**src/rtl/wdog_pkg.sv**
```systemverilog
package wdog_pkg;
  localparam int unsigned TMO_W  = 6;
  localparam int unsigned DATA_W = 8;

  // Value of the count after one tick (no reload pending)
  function automatic logic [TMO_W-1:0] wd_step(input logic [TMO_W-1:0] cnt,
                                               input logic [TMO_W-1:0] tmo);
    if (cnt <= 1) return tmo;
    return cnt - 1'b1;
  endfunction

  // True when a tick at this count ends the period
  function automatic logic wd_hits_zero(input logic [TMO_W-1:0] cnt,
                                        input logic [TMO_W-1:0] tmo);
    return (tmo != '0) && (cnt <= 1);
  endfunction
endpackage

```
**src/rtl/wdog_regs.sv**
```systemverilog
module wdog_regs #(
  parameter int unsigned TMO_W  = wdog_pkg::TMO_W,
  parameter int unsigned DATA_W = wdog_pkg::DATA_W
) (
  input  logic              clk,
  input  logic              rst_n,
  input  logic              wr_en_i,
  input  logic              wr_addr_i,
  input  logic [DATA_W-1:0] wr_data_i,
  output logic [TMO_W-1:0]  tmo_o,
  output logic              guard_o,
  output logic              ien_o,
  output logic              reload_o,
  output logic [TMO_W-1:0]  load_val_o
);
  localparam int unsigned GUARD_BIT = TMO_W;
  localparam int unsigned KICK_BIT  = DATA_W - 1;

  logic [TMO_W-1:0] tmo_q;
  logic             guard_q;
  logic             ien_q;
  logic             ctrl_wr;
  logic             tmo_accept;

  assign ctrl_wr    = wr_en_i && !wr_addr_i;
  assign tmo_accept = ctrl_wr && !guard_q;
  assign reload_o   = tmo_accept || (ctrl_wr && wr_data_i[KICK_BIT]);
  assign load_val_o = tmo_accept ? wr_data_i[TMO_W-1:0] : tmo_q;

  always_ff @(posedge clk) begin
    if (!rst_n) begin
      tmo_q   <= '0;
      guard_q <= 1'b1;
      ien_q   <= 1'b0;
    end else if (wr_en_i) begin
      if (wr_addr_i) begin
        ien_q <= wr_data_i[0];
      end else begin
        guard_q <= wr_data_i[GUARD_BIT];
        if (tmo_accept) tmo_q <= wr_data_i[TMO_W-1:0];
      end
    end
  end

  assign tmo_o   = tmo_q;
  assign guard_o = guard_q;
  assign ien_o   = ien_q;
endmodule

```
**src/rtl/wdog_counter.sv**
```systemverilog
module wdog_counter #(
  parameter int unsigned TMO_W = wdog_pkg::TMO_W
) (
  input  logic             clk,
  input  logic             rst_n,
  input  logic             tick_i,
  input  logic             reload_i,
  input  logic [TMO_W-1:0] load_val_i,
  input  logic [TMO_W-1:0] tmo_i,
  output logic [TMO_W-1:0] cnt_o,
  output logic             expire_o
);
  logic [TMO_W-1:0] cnt_q;

  assign expire_o = !reload_i && tick_i && wdog_pkg::wd_hits_zero(cnt_q, tmo_i);

  always_ff @(posedge clk) begin
    if (!rst_n)                   cnt_q <= '0;
    else if (reload_i)            cnt_q <= load_val_i;
    else if (tick_i && tmo_i != '0) cnt_q <= wdog_pkg::wd_step(cnt_q, tmo_i);
  end

  assign cnt_o = cnt_q;
endmodule

```
**src/rtl/wdog_flag.sv**
```systemverilog
module wdog_flag (
  input  logic clk,
  input  logic rst_n,
  input  logic expire_i,
  input  logic clear_i,
  output logic flag_o
);
  logic flag_q;
  always_ff @(posedge clk) begin
    if (!rst_n)        flag_q <= 1'b0;
    else if (expire_i) flag_q <= 1'b1;
    else if (clear_i)  flag_q <= 1'b0;
  end
  assign flag_o = flag_q;
endmodule

```
**src/rtl/wdog_timer.sv**
```systemverilog
module wdog_timer #(
  parameter int unsigned TMO_W  = wdog_pkg::TMO_W,
  parameter int unsigned DATA_W = wdog_pkg::DATA_W
) (
  input  logic              clk,
  input  logic              rst_n,
  input  logic              tick_i,
  input  logic              wr_en_i,
  input  logic              wr_addr_i,
  input  logic [DATA_W-1:0] wr_data_i,
  input  logic              flags_rd_i,
  output logic [DATA_W-1:0] cfg_rdata_o,
  output logic              wdog_flag_o,
  output logic              wdog_irq_o
);
  localparam int unsigned PAD_W = DATA_W - TMO_W - 1;

  logic [TMO_W-1:0] tmo;
  logic [TMO_W-1:0] load_val;
  logic [TMO_W-1:0] cnt;
  logic             guard;
  logic             ien;
  logic             reload;
  logic             expire;
  logic             flag;

  wdog_regs #(.TMO_W(TMO_W), .DATA_W(DATA_W)) u_regs (
    .clk(clk), .rst_n(rst_n), .wr_en_i(wr_en_i), .wr_addr_i(wr_addr_i),
    .wr_data_i(wr_data_i), .tmo_o(tmo), .guard_o(guard), .ien_o(ien),
    .reload_o(reload), .load_val_o(load_val)
  );

  wdog_counter #(.TMO_W(TMO_W)) u_cnt (
    .clk(clk), .rst_n(rst_n), .tick_i(tick_i), .reload_i(reload),
    .load_val_i(load_val), .tmo_i(tmo), .cnt_o(cnt), .expire_o(expire)
  );

  wdog_flag u_flag (
    .clk(clk), .rst_n(rst_n), .expire_i(expire), .clear_i(flags_rd_i),
    .flag_o(flag)
  );

  assign cfg_rdata_o = {{PAD_W{1'b0}}, guard, tmo};
  assign wdog_flag_o = flag;
  assign wdog_irq_o  = flag && ien;
endmodule

```
**config.mk**
```make
export PLATFORM = sky130hd
export DESIGN_NAME = wdog_timer
export DESIGN_NICKNAME = d
export VERILOG_FILES = /design/src/rtl/wdog_pkg.sv /design/src/rtl/wdog_regs.sv /design/src/rtl/wdog_counter.sv /design/src/rtl/wdog_flag.sv /design/src/rtl/wdog_timer.sv
export SDC_FILE = /design/constraint.sdc
export NUM_CORES = 1
export LEC_CHECK = 0
export ABC_CLOCK_PERIOD_IN_PS = 2300
export CAP_MARGIN = 0
export CORE_UTILIZATION = 59
export CTS_CLUSTER_SIZE = 40
export DETAILED_ROUTE_END_ITERATION = 7
export DONT_BUFFER_PORTS = 1
export GPL_ROUTABILITY_DRIVEN = 0
export GPL_TIMING_DRIVEN = 0
export PLACE_DENSITY = 0.75
export SLEW_MARGIN = 20
export SYNTH_ARGS = -nofsm -noshare
export SYNTH_HDL_FRONTEND = slang
export SYNTH_SLANG_ARGS = --single-unit
```
**constraint.sdc**
```tcl
create_clock -name clk -period 2.3 [get_ports clk]
set_input_delay 0.575 -clock clk [delete_from_list [all_inputs] [get_ports clk]]
set_output_delay 0.575 -clock clk [all_outputs]
set_load 0.05 [all_outputs]
```
==> results of run 1 <==
==> cell usage in the layout, fill, tap and decap left out, types with 2 or more instances in the layout <==
cell type   n
o311a_1     3
dfxtp_1    15
a21boi_0    2
o21a_1      2
mux2i_1     7
nand2_1    10
clkbuf_1    3
nor3_1      3
buf_4       2
clkbuf_4    3
o21ai_0     2
and2_2      2
nor2_1      6
ha_1        2
nor2b_1     8
a21oi_1     6
inv_1       5
==> worst paths after layout <==
check,slack [ns],to,cells after the start
worst max-delay path,0.21,u_cnt.cnt_o[4],5
worst min-delay path,0.41,u_regs.guard_o,2
worst max register to register,0.21,u_cnt.cnt_o[4],5
worst min register to register,0.48,u_regs.ien_o,2
==> per-stage QoR <==
stage	instance area, um2	std cells
final	897	116
after CTS	897	116
after detailed placement	871	112
after global routing	897	116
after floorplan	852	97
after global placement	871	112
==> worst max-delay path: stages (launching register included) <==
cell and delay, ns:
dfxtp_1 0.52, or4_4 0.64, o31ai_4 0.26, nor3_1 0.10, nor4b_1 0.15, o311a_1 0.32
==> cell type report <==
type                    instances  area [um2]  area share [%]
multi-input cells              72         499            55.6
flip-flops and latches         15         300            33.5
plain buffers                   5        33.8            3.77
clock buffers                   4        26.3            2.93
inverters                       5        18.8            2.09
well taps                      15        18.8            2.09
==> metal layers <==
metal	global-route usage (%)	vias up	share of wire [%]
met3	6.11	4	7.6
li1	-	351	-
met2	38.7	28	47
met4	12.9	0	1.8
met1	30.3	315	44
met5	0	-	0
==> power by group <==
| part | switching (uW) | total, uW | leakage (uW) | internal [uW] |
|---|---|---|---|---|
| clock network | 85.9 | 153 | 0.0000150 | 67.3 |
| registers | 18.4 | 289 | 0.000122 | 271 |
| logic | 63.5 | 111 | 0.000207 | 47.9 |
==> kinds of logic after synthesis <==
family                   after synthesis  synth area share [%]
adder cells (fa/ha/maj)                2                  2.94
AND/OR/NAND/NOR                       38                  24.5
multiplexers                           7                  8.22
XOR/XNOR                               1                  1.03
AO/OA/AOI/OAI                         23                  21.4
other                                  1                 0.440
flip-flops                            15                  35.2
buffers and inverters                 10                  6.17
==> state kept, by name, indices dropped and copies added, names as in the netlist <==
register,cells
u_regs.guard_o,1
u_cnt.cnt_o,6
u_flag.flag_o,1
u_regs.tmo_o,6
u_regs.ien_o,1
==> metrics.md, run 1 <==
| Metric | Value |
|---|---|
| GR Util All Layers | `24.5%` |
| Clock Skew | `0.00185 ns` |
| Status | `finished, final reports clean` |
| Port Buf Inserts | `0` |
| Hpwl dp | `1240 um` |
| Clock tree buffer depth | `2` |
| Clk root buf | `clkbuf_4` |
| Avg Cell Area, Syn | `8.78 um2` |
| Post-synth top area cell | `dfxtp_1` |
| Post-Syn Area | `852 um2` |
| RSZ-0062 raised after global routing | `no` |
| Worst rel slew slack | `54.8%` |
| Distinct cells, synth | `36` |
| Count of final setup violators | `0` |
| Final hold slack | `0.415 ns` |
| Clk_lat worst skew | `0.28 ns` |
| Net count, final | `118` |
| CP Capture Type | `flip-flop` |
| Ports | `24` |
| VDD IR max | `369 uV` |
| Routed length per instance | `14.3 um` |
| Seq/Total Area, Yosys | `35.2%` |
| First-pass GRT wire length | `2530 um` |
| Fmax | `479 MHz` |
| CP Class | `reg2reg` |
| Grt ovf | `0` |
| Starting Density | `64.7%` |
| Filler cell count | `113` |
| Pre-CTS setup slack | `0.223 ns` |
| Slew @ Worst Pin | `0.676 ns` |
| Drt pass-1 iters | `4` |
| Ratio of cells with drive above 1 in the final layout | `12.9%` |
| Die W | `40 um` |
| H-Tree Depth | `1` |
| CTS sink cnt | `15` |
| Synth async-reset ratio | `0%` |
| Die height | `40 um` |
| Reg2reg start | `u_regs.tmo_o[5]` |
| Critical Path Start | `u_regs.tmo_o[5]` |
| TNS Setup | `0 ns` |
| Post-synthesis cell count | `97` |
| Vias | `698` |
| Pwr dens | `617 nW/um2` |
| Antenna cells | `0` |
| Number of global-route vias before repair | `583` |
| Antenna Nets Post-Route | `0` |
| Setup WS post-layout | `0.214 ns` |
| Post-synth EDFFs | `0` |
| Post-synthesis register bit count | `15` |
| Initial antenna violation count | `0` |
| Cts hold-fix bufs | `0` |
| First DRT Iteration DRCs | `15` |
| WL final | `1660 um` |
| Top cells by count, synth | `15 x dfxtp_1, 10 x nand2_1, 8 x nor2b_1` |
| Main flop type after synthesis | `dfxtp_1` |
| Synthesized Nets | `113` |
| Total power | `554 uW` |
| Post_cts resized | `0` |
| CTS Buf Count | `3` |
| Final cell utilization of the core | `68.1%` |
| Die area | `1600 um2` |
| Synth Warn # | `0` |
| CP max FO | `4` |
| Syn-to-layout area delta | `5.29%` |
| Worst setup SP type | `flip-flop` |
| Max Slew Vio Count | `0` |
| CTS tree | `done` |
| Synth area leaders | `dfxtp_1 35%, mux2i_1 8.2%, nor2b_1 5.9%` |
| Core ar. | `1320 um2` |
| Synth top area share | `35.2%` |
| Pleak | `0.000344 uW` |
| Worst path required time | `2.48 ns` |
| Clock transition at path regs | `0.09 ns` |
| Residual DRC | `0` |
| Vias per cell | `6.02` |
| Worst Path Arrival | `2.27 ns` |
| Worst Hold Class | `in2reg` |
| Hold Vio Cnt, Final | `0` |
| Row cnt | `13` |
| Worst Hold Launch | `wr_data_i[6]` |
| Count leader, synth | `dfxtp_1` |
| Number of max-cap violations | `0` |
| Pin count of the biggest net entering global routing | `11` |
| Final period util | `90.7%` |
| Postcts setup bufs | `0` |
| Post-layout minimum cycle time | `2.09 ns` |
No activity file was read; power rests on OpenSTA's default activity.
==> inputs of run 2 (changes only) <==
ABC_CLOCK_PERIOD_IN_PS = 2400   (was 2300)
CORE_UTILIZATION = 64   (was 59)
PLACE_DENSITY = 0.8   (was 0.75)
clock period = 2.4 ns   (was 2.3 ns; I/O delays follow)
==> metrics.md, run 2 (synthesis results as in run 1) <==
| Metric | Value |
|---|---|
| Clock tree buffer depth | `2` |
| Routed length per instance | `14.6 um` |
| WL final | `1680 um` |
| Critical path's largest stage delay | `0.66 ns` |
| First DRT Iteration DRCs | `17` |
| Drt pass-1 iters | `4` |
| Die area | `1480 um2` |
| CP max FO | `3` |
| CTS Buf Count | `3` |
| Worst rel slew slack | `51.4%` |
| Postcts setup bufs | `0` |
| Critical path depth | `1` |
| CTS tree | `done` |
| Total power | `534 uW` |
| Final period util | `86.3%` |
| WHS Path Cells | `1` |
| Worst Hold Class | `in2reg` |
| Row cnt | `12` |
| Starting Density | `72.8%` |
| Pleak | `0.000347 uW` |
| Slew @ Worst Pin | `0.726 ns` |
| Fmax | `483 MHz` |
| Clk root buf | `clkbuf_4` |
| Net count, final | `118` |
| Grt ovf | `0` |
| Placed cell areas | `870 um2` |
| Commonest non-fill, non-tap cell in the layout | `dfxtp_1` |
| Hpwl dp | `1260 um` |
| Max Slew Vio Count | `0` |
| Post_cts resized | `0` |
| R2R depth | `6` |
| Residual DRC | `0` |
| Buf/Inv on CP | `0` |
| Vias | `710` |
| Post-layout minimum cycle time | `2.07 ns` |
| Clock transition at path regs | `0.09 ns` |
| Final cell utilization of the core | `76.6%` |
| CP Capture Type | `output port` |
| CTS sink cnt | `15` |
| Clock Skew | `0.00331 ns` |
| Status | `finished, final reports clean` |
| Count of final setup violators | `0` |
| VDD IR max | `464 uV` |
| First-pass GRT wire length | `2650 um` |
| Ports | `24` |
| Die height | `38.5 um` |
| Pin count of the biggest net entering global routing | `11` |
| GR Util All Layers | `27.2%` |
| Core ar. | `1170 um2` |
| RSZ-0062 raised after global routing | `no` |
| Syn-to-layout area delta | `5.29%` |
| Pwr dens | `595 nW/um2` |
| Critical Path, Cell by Cell | `and2_1` |
| Worst setup SP type | `flip-flop` |
| Worst path required time | `1.80 ns` |
| CP delay by family, top | `flip-flops` |
| CP Class | `reg2out` |
| Worst Path Arrival | `1.47 ns` |
| H-Tree Depth | `1` |
| Antenna cells | `0` |
| Critical path's slowest cell | `dfxtp_1` |
| Initial antenna violation count | `0` |
| Port Buf Inserts | `0` |
| Antenna Nets Post-Route | `0` |
| Number of max-cap violations | `0` |
| Die W | `38.5 um` |
| Number of global-route vias before repair | `604` |
| Ratio of cells with drive above 1 in the final layout | `13.9%` |
| TNS Setup | `0 ns` |
| Clk_lat worst skew | `0.29 ns` |
| Cts hold-fix bufs | `0` |
| Most frequent cells in the layout | `15 x dfxtp_1, 10 x nand2_1, 8 x nor2b_1` |
| Fin area | `897 um2` |
| Hold Vio Cnt, Final | `0` |
| Vias per cell | `6.17` |
==> run 2: cell types whose count changed in the layout (fill, tap and decap cells not counted), sizes merged <==
cell / delta
clkbuf: -1
clkinv: +1
==> run 2: cell type report <==
| type | count | area (um2) |
|---|---|---|
| multi-input cells | 72 | 499 |
| flip-flops and latches | 15 | 300 |
| fillers | 100 | 274 |
| plain buffers | 5 | 33.8 |
| clock buffers | 3 | 22.5 |
| inverters | 5 | 18.8 |
| well taps | 14 | 17.5 |
| clock inverters | 1 | 5.00 |
==> run 2: worst paths after layout <==
path                        start               to  slack, ns
setup / recovery    u_flag.flag_o       wdog_irq_o       0.33
hold reg to reg      u_regs.ien_o     u_regs.ien_o       0.47
setup reg to reg  u_regs.tmo_o[5]   u_cnt.cnt_o[0]       0.33
hold / removal              rst_n  u_regs.tmo_o[0]       0.43
==> run 2: where the power goes <==
part	switching [uW]	internal [uW]
combinational	61.3	46.0
sequential	17.7	260
clock	87.0	62.0
total	166	368
==> run 2: per-stage QoR <==
step / setup WS [ns] / hold slack (ns) / cells
global route: 0.244 / 0.420 / 115
finish: 0.328 / 0.432 / 115
detailed placement: 0.319 / 0.463 / 111
floorplan: 0.462 / 0.439 / 97
global placement: 0.340 / 0.446 / 111
CTS: 0.319 / 0.427 / 115
==> run 2: layer usage <==
metal	up-vias	wire length, um	track usage [%]
li1	351	-	-
met1	328	791	33.3
met2	25	760	41.3
met3	6	94	8.72
met4	0	29	15.5
met5	-	0	0
